<file path="src/rtl/spd_pkg.sv">
package spd_pkg;
  typedef enum logic [1:0] {
    ED_NONE  = 2'd0,
    ED_STACK = 2'd1,
    ED_FIXED = 2'd2
  } ed_src_e;

  // Pick the effective-doubleword source from the captured word count.
  function automatic ed_src_e pick_ed_src(input int unsigned words,
                                          input int unsigned batch);
    if (words == 0)          return ED_FIXED;
    else if (words >= batch) return ED_STACK;
    else                     return ED_NONE;
  endfunction
endpackage

</file>
<file path="src/rtl/spd_step_ctr.sv">
module spd_step_ctr #(
  parameter int BATCH = 28
) (
  input  logic clk,
  input  logic rst_n,
  input  logic walk_go,
  input  logic finish_now,
  input  logic step,
  output logic busy,
  output logic last_step,
  output logic done
);
  localparam int CW = $clog2(BATCH + 1);
  localparam logic [CW-1:0] LAST = CW'(BATCH - 1);

  logic [CW-1:0] cnt_q;

  assign last_step = step && (cnt_q == LAST);

  always_ff @(posedge clk or negedge rst_n) begin
    if (!rst_n) begin
      cnt_q <= '0;
      busy  <= 1'b0;
      done  <= 1'b0;
    end else begin
      done <= last_step || finish_now;
      if (walk_go) begin
        cnt_q <= '0;
        busy  <= 1'b1;
      end else if (step) begin
        cnt_q <= cnt_q + CW'(1);
        if (last_step) busy <= 1'b0;
      end
    end
  end
endmodule

</file>
<file path="src/rtl/spd_fields.sv">
module spd_fields #(
  parameter int TOS_W = 17,
  parameter int CNT_W = 15
) (
  input  logic             clk,
  input  logic             rst_n,
  input  logic             load,
  input  logic             step,
  input  logic [TOS_W-1:0] in_tos,
  input  logic [CNT_W-1:0] in_space,
  input  logic             in_space_flag,
  input  logic [CNT_W-1:0] in_words,
  input  logic             in_words_flag,
  output logic [TOS_W-1:0] tos_q,
  output logic [CNT_W-1:0] space_q,
  output logic             space_flag_q,
  output logic [CNT_W-1:0] words_q,
  output logic             words_flag_q,
  output logic             space_carry
);
  function automatic logic [TOS_W-1:0] tos_down(input logic [TOS_W-1:0] v);
    return v - TOS_W'(1);
  endfunction

  function automatic logic [CNT_W-1:0] words_down(input logic [CNT_W-1:0] v);
    return v - CNT_W'(1);
  endfunction

  // Returns {carry, sum} of a one-step space increment.
  function automatic logic [CNT_W:0] space_up(input logic [CNT_W-1:0] v);
    return {1'b0, v} + (CNT_W+1)'(1);
  endfunction

  logic [CNT_W:0] space_inc;
  assign space_inc   = space_up(space_q);
  assign space_carry = step && space_inc[CNT_W];

  always_ff @(posedge clk or negedge rst_n) begin
    if (!rst_n) begin
      tos_q        <= '0;
      space_q      <= '0;
      space_flag_q <= 1'b0;
      words_q      <= '0;
      words_flag_q <= 1'b0;
    end else if (load) begin
      tos_q        <= in_tos;
      space_q      <= in_space;
      space_flag_q <= in_space_flag;
      words_q      <= in_words;
      words_flag_q <= in_words_flag;
    end else if (step) begin
      tos_q        <= tos_down(tos_q);
      words_q      <= words_down(words_q);
      space_q      <= space_inc[CNT_W-1:0];
      space_flag_q <= space_flag_q | space_inc[CNT_W];
    end
  end
endmodule

</file>
<file path="src/rtl/spd_ed_sel.sv">
module spd_ed_sel
  import spd_pkg::*;
#(
  parameter int TOS_W  = 17,
  parameter int CNT_W  = 15,
  parameter int BATCH  = 28,
  parameter int LO_OFS = 24,
  parameter int HI_OFS = 1,
  parameter int FIX_A  = 2,
  parameter int FIX_B  = 3
) (
  input  logic             clk,
  input  logic             rst_n,
  input  logic             load,
  input  logic [TOS_W-1:0] in_tos,
  input  logic [CNT_W-1:0] in_words,
  output logic [TOS_W-1:0] ed_addr_a,
  output logic [TOS_W-1:0] ed_addr_b,
  output logic             use_fixed,
  output logic             ed_valid
);
  ed_src_e src;
  assign src = pick_ed_src(int'(in_words), BATCH);

  always_ff @(posedge clk or negedge rst_n) begin
    if (!rst_n) begin
      ed_addr_a <= '0;
      ed_addr_b <= '0;
      use_fixed <= 1'b0;
      ed_valid  <= 1'b0;
    end else if (load) begin
      unique case (src)
        ED_STACK: begin
          ed_addr_a <= in_tos - TOS_W'(LO_OFS);
          ed_addr_b <= in_tos + TOS_W'(HI_OFS);
          use_fixed <= 1'b0;
          ed_valid  <= 1'b1;
        end
        ED_FIXED: begin
          ed_addr_a <= TOS_W'(FIX_A);
          ed_addr_b <= TOS_W'(FIX_B);
          use_fixed <= 1'b1;
          ed_valid  <= 1'b1;
        end
        default: begin
          ed_addr_a <= '0;
          ed_addr_b <= '0;
          use_fixed <= 1'b0;
          ed_valid  <= 1'b0;
        end
      endcase
    end
  end
endmodule

</file>
<file path="src/rtl/spd_updater.sv">
module spd_updater #(
  parameter int TOS_W  = 17,
  parameter int CNT_W  = 15,
  parameter int BATCH  = 28,
  parameter int LO_OFS = 24,
  parameter int HI_OFS = 1,
  parameter int FIX_A  = 2,
  parameter int FIX_B  = 3
) (
  input  logic             clk,
  input  logic             rst_n,
  input  logic             start,
  input  logic [TOS_W-1:0] in_tos,
  input  logic [CNT_W-1:0] in_space,
  input  logic             in_space_flag,
  input  logic [CNT_W-1:0] in_words,
  input  logic             in_words_flag,
  input  logic             step_ack,
  output logic             busy,
  output logic             done,
  output logic             pull_req,
  output logic [TOS_W-1:0] src_addr,
  output logic [TOS_W-1:0] out_tos,
  output logic [CNT_W-1:0] out_space,
  output logic             out_space_flag,
  output logic [CNT_W-1:0] out_words,
  output logic             out_words_flag,
  output logic [TOS_W-1:0] ed_addr_a,
  output logic [TOS_W-1:0] ed_addr_b,
  output logic             use_fixed,
  output logic             ed_valid
);
  // Named internal events, used by the bound checker.
  logic start_accept;
  logic eligible;
  logic walk_go;
  logic finish_now;
  logic step_fire;
  logic last_step;
  logic space_carry;

  assign start_accept = start && !busy;
  assign eligible     = (in_words >= CNT_W'(BATCH));
  assign walk_go      = start_accept && eligible;
  assign finish_now   = start_accept && !eligible;
  assign step_fire    = busy && step_ack;

  spd_step_ctr #(.BATCH(BATCH)) u_ctr (
    .clk        (clk),
    .rst_n      (rst_n),
    .walk_go    (walk_go),
    .finish_now (finish_now),
    .step       (step_fire),
    .busy       (busy),
    .last_step  (last_step),
    .done       (done)
  );

  spd_fields #(.TOS_W(TOS_W), .CNT_W(CNT_W)) u_fields (
    .clk           (clk),
    .rst_n         (rst_n),
    .load          (start_accept),
    .step          (step_fire),
    .in_tos        (in_tos),
    .in_space      (in_space),
    .in_space_flag (in_space_flag),
    .in_words      (in_words),
    .in_words_flag (in_words_flag),
    .tos_q         (out_tos),
    .space_q       (out_space),
    .space_flag_q  (out_space_flag),
    .words_q       (out_words),
    .words_flag_q  (out_words_flag),
    .space_carry   (space_carry)
  );

  spd_ed_sel #(
    .TOS_W(TOS_W), .CNT_W(CNT_W), .BATCH(BATCH),
    .LO_OFS(LO_OFS), .HI_OFS(HI_OFS), .FIX_A(FIX_A), .FIX_B(FIX_B)
  ) u_ed (
    .clk       (clk),
    .rst_n     (rst_n),
    .load      (start_accept),
    .in_tos    (in_tos),
    .in_words  (in_words),
    .ed_addr_a (ed_addr_a),
    .ed_addr_b (ed_addr_b),
    .use_fixed (use_fixed),
    .ed_valid  (ed_valid)
  );

  assign pull_req = busy;
  assign src_addr = out_tos;
endmodule

</file>
<file path="config.mk">
export PLATFORM = sky130hd
export DESIGN_NAME = spd_updater
export DESIGN_NICKNAME = d
export VERILOG_FILES = /design/src/rtl/spd_pkg.sv /design/src/rtl/spd_step_ctr.sv /design/src/rtl/spd_fields.sv /design/src/rtl/spd_ed_sel.sv /design/src/rtl/spd_updater.sv
export SDC_FILE = /design/constraint.sdc
export NUM_CORES = 1
export LEC_CHECK = 0
export ABC_CLOCK_PERIOD_IN_PS = 4700
export CAP_MARGIN = 20
export CORE_MARGIN = 2
export CORE_UTILIZATION = 32
export CTS_BUF_LIST = sky130_fd_sc_hd__clkbuf_8
export DETAILED_ROUTE_END_ITERATION = 8
export DONT_BUFFER_PORTS = 1
export PLACE_DENSITY = 0.57
export SYNTH_ARGS = -nofsm -noshare
export SYNTH_HDL_FRONTEND = slang
export SYNTH_SLANG_ARGS = --single-unit
</file>
<file path="constraint.sdc">
create_clock -name clk -period 4.7 [get_ports clk]
set_clock_uncertainty 0.1 [all_clocks]
set_input_delay 0.94 -clock clk [delete_from_list [all_inputs] [get_ports clk]]
set_output_delay 0.94 -clock clk [all_outputs]
set_load 0.005 [all_outputs]
</file>
# Word level (Yosys, flattened, before mapping)

Index checks and enable logic that the tools add are counted.

Add/sub/neg operators: 6
Magnitude comparators: 2
Equal/unequal tests: 3
Mux-type cells: 19
Bitwise gates (word level): 1
Reduce and logical (&&, ||, !) cells: 14

Operator list:

| kind                                                 | number |
|---|---|
| one-hot mux 17 bit (2 select lines)                  | 2 |
| two-way mux 15 bit                                   | 4 |
| two-way mux 17 bit                                   | 2 |
| >= comparator 15 x 5 -> 1 bit, second input constant | 2 |
| adder 17 x 1 -> 17 bit, second input constant        | 1 |
| subtractor 17 x 1 -> 17 bit, second input constant   | 1 |
| subtractor 17 x 5 -> 17 bit, second input constant   | 1 |
| adder 15 x 1 -> 16 bit, second input constant        | 1 |
| zero test 15 bit                                     | 1 |
| subtractor 15 x 1 -> 15 bit, second input constant   | 1 |
| two-way mux 5 bit                                    | 2 |
| two-way mux 1 bit                                    | 8 |
| nonzero test 2 bit                                   | 3 |
| adder 5 x 1 -> 5 bit, second input constant          | 1 |
| equality test 5 bit, second input constant           | 1 |
| logical AND 1 bit                                    | 5 |
| equality test 2 x 1 -> 1 bit, second input constant  | 1 |
| equality test 2 bit, second input constant           | 1 |
| zero test 1 bit                                      | 2 |
| two-way mux 2 bit                                    | 1 |
| AND reduction 2 bit                                  | 1 |
| OR reduction 2 bit                                   | 1 |
| logical OR 1 bit                                     | 1 |
| bitwise OR 1 bit                                     | 1 |

Register bits: 92

# Depth between registers and ports, before layout

Word-level depth: 6
Depth in mapped cells: 7
Gate-level depth less buffers: 6

# Hierarchy

A second synthesis with hierarchy kept.

Cell total of the unflattened synthesis: 567
Area, all modules: 5305.1 um^2

Modules (own cells, without submodules):

| module       | times used | cells each | area an instance (um^2) | seq. area each (um^2) |
|---|---|---|---|---|
| spd_fields   | 1          | 294        | 2722.6                  | 1226.2 |
| spd_ed_sel   | 1          | 215        | 2023.2                  | 900.9 |
| spd_step_ctr | 1          | 31         | 352.8                   | 175.2 |
| spd_updater  | 1          | 27         | 206.4                   | 0.0 |

# Least setup slack after synthesis

Ideal clock, no wire load.

Path type: in2reg
Start point: input port in_tos[7]
End point: register u_ed.ed_addr_a[14]
Library setup time: 130 ps
Arrival time: 2268 ps
Required time: 4470 ps
Slack: 2202 ps
Stages: 6
Buffers on the path: 2
Path through: buf_2 or4_1 clkbuf_1 nor4_1 xnor2_1 o21ai_1

Longest elaborated chain between the ends: 2

Ends and longest elaborated chain:

| what                                | line              | source |
|---|---|---|
| from (decl)                         | spd_updater.sv:13 | `input logic [TOS_W-1:0] in_tos,` |
| subtractor 17 x 5 -> 17 bit         | spd_ed_sel.sv:34  | `ed_addr_a <= in_tos - TOS_W'(LO_OFS);` |
| one-hot mux 17 bit (2 select lines) | spd_ed_sel.sv:32  | `unique case (src)` |
| to (signal assigned)                | spd_ed_sel.sv:34  |  |
| to (signal assigned)                | spd_ed_sel.sv:40  | `ed_addr_a <= TOS_W'(FIX_A);` |
| to (decl)                           | spd_ed_sel.sv:17  | `output logic [TOS_W-1:0] ed_addr_a,` |

No other way between the ends.
A chain may end at the register's enable or synchronous reset.

# Worst setup path after layout

Start point: input port in_words[7]
End point: register u_ed.ed_addr_a[2]

Longest elaborated chain between the ends: 5
Elaborated cells between the ends (all ways): 7
Classes of those cells: order compare (1); eq/ne (2); mux (3); reduce/logical (1)

Ends and longest elaborated chain:

| what                                                                | line              | source |
|---|---|---|
| from (decl)                                                         | spd_updater.sv:16 | `input logic [CNT_W-1:0] in_words,` |
| >= comparator 15 x 5 -> 1 bit                                       | spd_pkg.sv:12     | `else if (words >= batch) return ED_STACK;` |
| two-way mux 1 bit                                                   | spd_pkg.sv:12     |  |
| two-way mux 2 bit (*)                                               | spd_pkg.sv:11     | `if (words == 0) return ED_FIXED;` |
| equality test 2 bit or equality test 2 x 1 -> 1 bit (tied branches) | spd_ed_sel.sv:32  |  |
| one-hot mux 17 bit (2 select lines) (*)                             | spd_ed_sel.sv:32  |  |

Mark *: on every way between the ends. The rest lies on a longest branch, timed or not.

==> flow_summary.ini <==
[clock_tree]
cts.path.max_buffers = 2
cts_tree = done
cts_root_buf = clkbuf_8
insertion_delay_ns = 0.38
cts_buffers = 9
cts_max_level = 3
cts_post_setup_buffers_inserted = 0
cts.reportedPaths.clkPinSlew_ns = 0.09
cts_hold_buffers = 0
cts.sinks = 92
cts_resized = 0

[outcome]
status = complete, no violations

[worst_setup_path]
crit_buf_inv = 0
r2r_start = u_ctr.busy
regToRegEndpoint = u_ed.ed_addr_b[0]
cpMaxStageDelayCell = nor2b_1
path_class = input port to flop
required_ns = 4.82
crit_fanout = 12
slowest_delay_ns = 0.79
reg2regPathDepth = 4
r2r_slack_ns = 2.17
cp.arrival_ns = 2.66
path_cells = nor4_1 -> nand3_1 -> nor2b_1 -> o21ai_0
cpLargestDelayFamily = simple AND/OR/NAND/NOR gates
worstSetupStartpointType = input port
crit_path_end_kind = flop

[logic_synthesis]
synth_mux_area_frac = 0
synth_area_leaders = dfrtp_1 46%, nand2_1 6.9%, xnor2_1 4.2%
ys_seq_elements = 92
syn_nets = 613
async_flop_share = 1.00
synth_xor_area_frac = 0.0542
avgSynthCellArea_um2 = 9.04
synth_compound_area_frac = 0.181
synth_warnings = 0
syn_area_um2 = 5010
synth_flop_cell = dfrtp_1
synthSimpleGateAreaFrac = 0.226
synth-edff-count = 0
synth_top_cell_by_area = dfrtp_1
synthCells = 554
ys_seq_area_frac = 0.460
synthAdderAreaFrac = 0.0150
synth.top_cell.area_share = 0.460
synth_top_family_by_area = simple AND/OR/NAND/NOR gates
synth_cell_type_count = 48

[layout]
diodes = 0
nFillCells = 1593
drive_gt1_frac = 0.0499
final_core_util = 0.345
area_growth_pct = 5.20
final_nets = 575

[floorplan]
die_area_um2 = 16700
core-area_um2 = 15300
fp-row-count = 45
initial_core_util = 0.328
dieWidth_um = 129
ioPinCount = 158
die_h_um = 129

[timing]
grt_setup_unrepaired = no
setup_viol = 0
drv_slew = 0
finalHoldViolCount = 0
finalSetupTns_ns = 0
max_freq_mhz = 393
min_period_over_period = 0.542
finalCriticalPeriod_ns = 2.55
max_slew_margin = 0.340
worst_slew_pin_slew_ns = 0.977

[flow_run]
cap_violations = 0

[placement]
numPortBuffers = 0
dpl.hpwl_um = 10100
gp_congestion = 0.796

[power]
vdd_drop_max_mv = 0.185
p_leak_nw = 2.06
power_density_nw_per_um2 = 527

[route]
vias = 4150
via_per_inst = 5.67
drt_iter0_markers = 276
wirelength_um = 14300
drc = 0
first_pass_iters = 5
wl_per_cell_um = 19.6
antenna_left = 0

[global_route]
grt_pass1_wl_um = 22500
grt_max_degree = 93
grt_pass1_vias = 4126
grt.total_usage = 0.173
antenna_found_initial = 0
overflow = 0

[worst_hold_path]
hold_class = input port to asynchronous set/reset pin
-- worst max-delay path by stage --
stage	start	cells after the start	to	slack, ns
floorplan	in_tos[7]	6	u_ed.ed_addr_a[14]	2.20
global placement	in_words[7]	4	u_ed.ed_addr_a[2]	1.83
detailed placement	in_words[7]	4	u_ed.ed_addr_a[0]	1.77
CTS	u_ctr.busy	4	u_ed.ed_addr_b[0]	2.12
global route	u_fields.words_q[0]	6	u_fields.words_q[12]	1.92
finish	in_words[7]	4	u_ed.ed_addr_a[2]	2.15
-- cell type report --
class / count / area, um^2 / share of cell area
multi-input combinational: 397 / 2400 / 0.455
sequential: 92 / 2300 / 0.437
tap: 211 / 264 / 0.0501
clock buffer: 11 / 151 / 0.0287
clock inverter: 5 / 76.3 / 0.0145
inverter: 12 / 45.0 / 0.00855
timing repair buffer: 4 / 30.0 / 0.00570
-- metal layers --
metal	up-vias	global-route usage	routed length, um
met5	-	0	0
met3	19	0.0483	1090
met4	0	0.0742	356
met1	2012	0.225	6310
met2	182	0.270	6560
li1	1937	-	-
-- sequential cells by signal, summed over array words and instances, names as in the netlist --
register,cells
u_ed.ed_addr_a,17
u_ed.ed_addr_b,17
u_fields.tos_q,17
u_fields.space_q,15
u_fields.words_q,15
u_ctr.cnt_q,5
u_ctr.busy,1
u_ctr.done,1
u_ed.ed_valid,1
u_ed.use_fixed,1
u_fields.space_flag_q,1
u_fields.words_flag_q,1
-- synth_stat cells (2+ instances only) --
cell / instances
a22oi_1: 6
a221o_1: 14
xnor2_1: 24
o21ai_1: 2
xor2_1: 7
nor2b_1: 5
nand2b_1: 2
a31oi_1: 4
nor3b_1: 4
o211ai_1: 15
or4_1: 10
and4_1: 2
a211oi_1: 2
nand4_1: 14
o21ai_0: 37
nor4_1: 16
dfrtp_1: 92
nand2_1: 92
o221ai_1: 3
or3_1: 5
a21oi_1: 17
o311ai_0: 15
nand3_1: 23
nor2_1: 30
nor3_1: 15
ha_1: 6
buf_4: 18
and2_1: 2
clkbuf_1: 25
o31ai_1: 10
buf_2: 4
buf_1: 6
inv_1: 12
-- stage by stage --
stage / instances / setup slack, ns / power (mW) / instance area, um^2 / hold slack, ns
final: 732 / 2.15 / 2.78 / 5270 / 0.152
after global placement: 716 / 1.83 / 2.13 / 5040 / 0.390
after CTS: 732 / 2.12 / 2.80 / 5270 / 0.120
after floorplan: 554 / 2.20 / 2.02 / 5010 / 0.370
after detailed placement: 716 / 1.77 / 2.17 / 5040 / 0.394
after global routing: 732 / 1.92 / 2.99 / 5270 / 0.124
-- power breakdown --
part	leakage, nW	switching [mW]	internal (mW)
registers	1.15	0.430	1.08
logic	0.793	0.352	0.297
clock network	0.122	0.296	0.327
total	2.06	1.08	1.70
-- cell usage in the layout, fill, tap and decap left out, types with 3 or more instances in the layout --
cell type / count
nand4_1: 14
a31oi_1: 4
nor3_1: 15
nor3b_1: 4
or4_1: 10
o211ai_1: 15
nand2_1: 92
nor2b_1: 4
clkbuf_8: 11
o221ai_1: 3
nor4_1: 16
ha_1: 6
buf_4: 4
o311ai_0: 15
a221o_1: 14
xnor2_1: 24
xor2_1: 7
o31ai_1: 10
nand3_1: 23
a22oi_1: 6
or3_1: 5
o21ai_0: 37
dfrtp_1: 92
a21oi_1: 17
nor2_1: 30
inv_1: 14
-- cells by family after synthesis --
logic type,Yosys count
simple gates,228
fa+ha+maj,6
flops,92
xor+xnor,31
buf+inv,65
compound gates,132
-- worst reg2reg max path: stages, from the launching register on --
cell and delay [ns]:
dfrtp_1 0.57, nand2b_2 0.46, buf_4 0.42, or4_1 0.74
o211ai_1 0.15
Note: power is estimated with default switching activity, not from simulation.
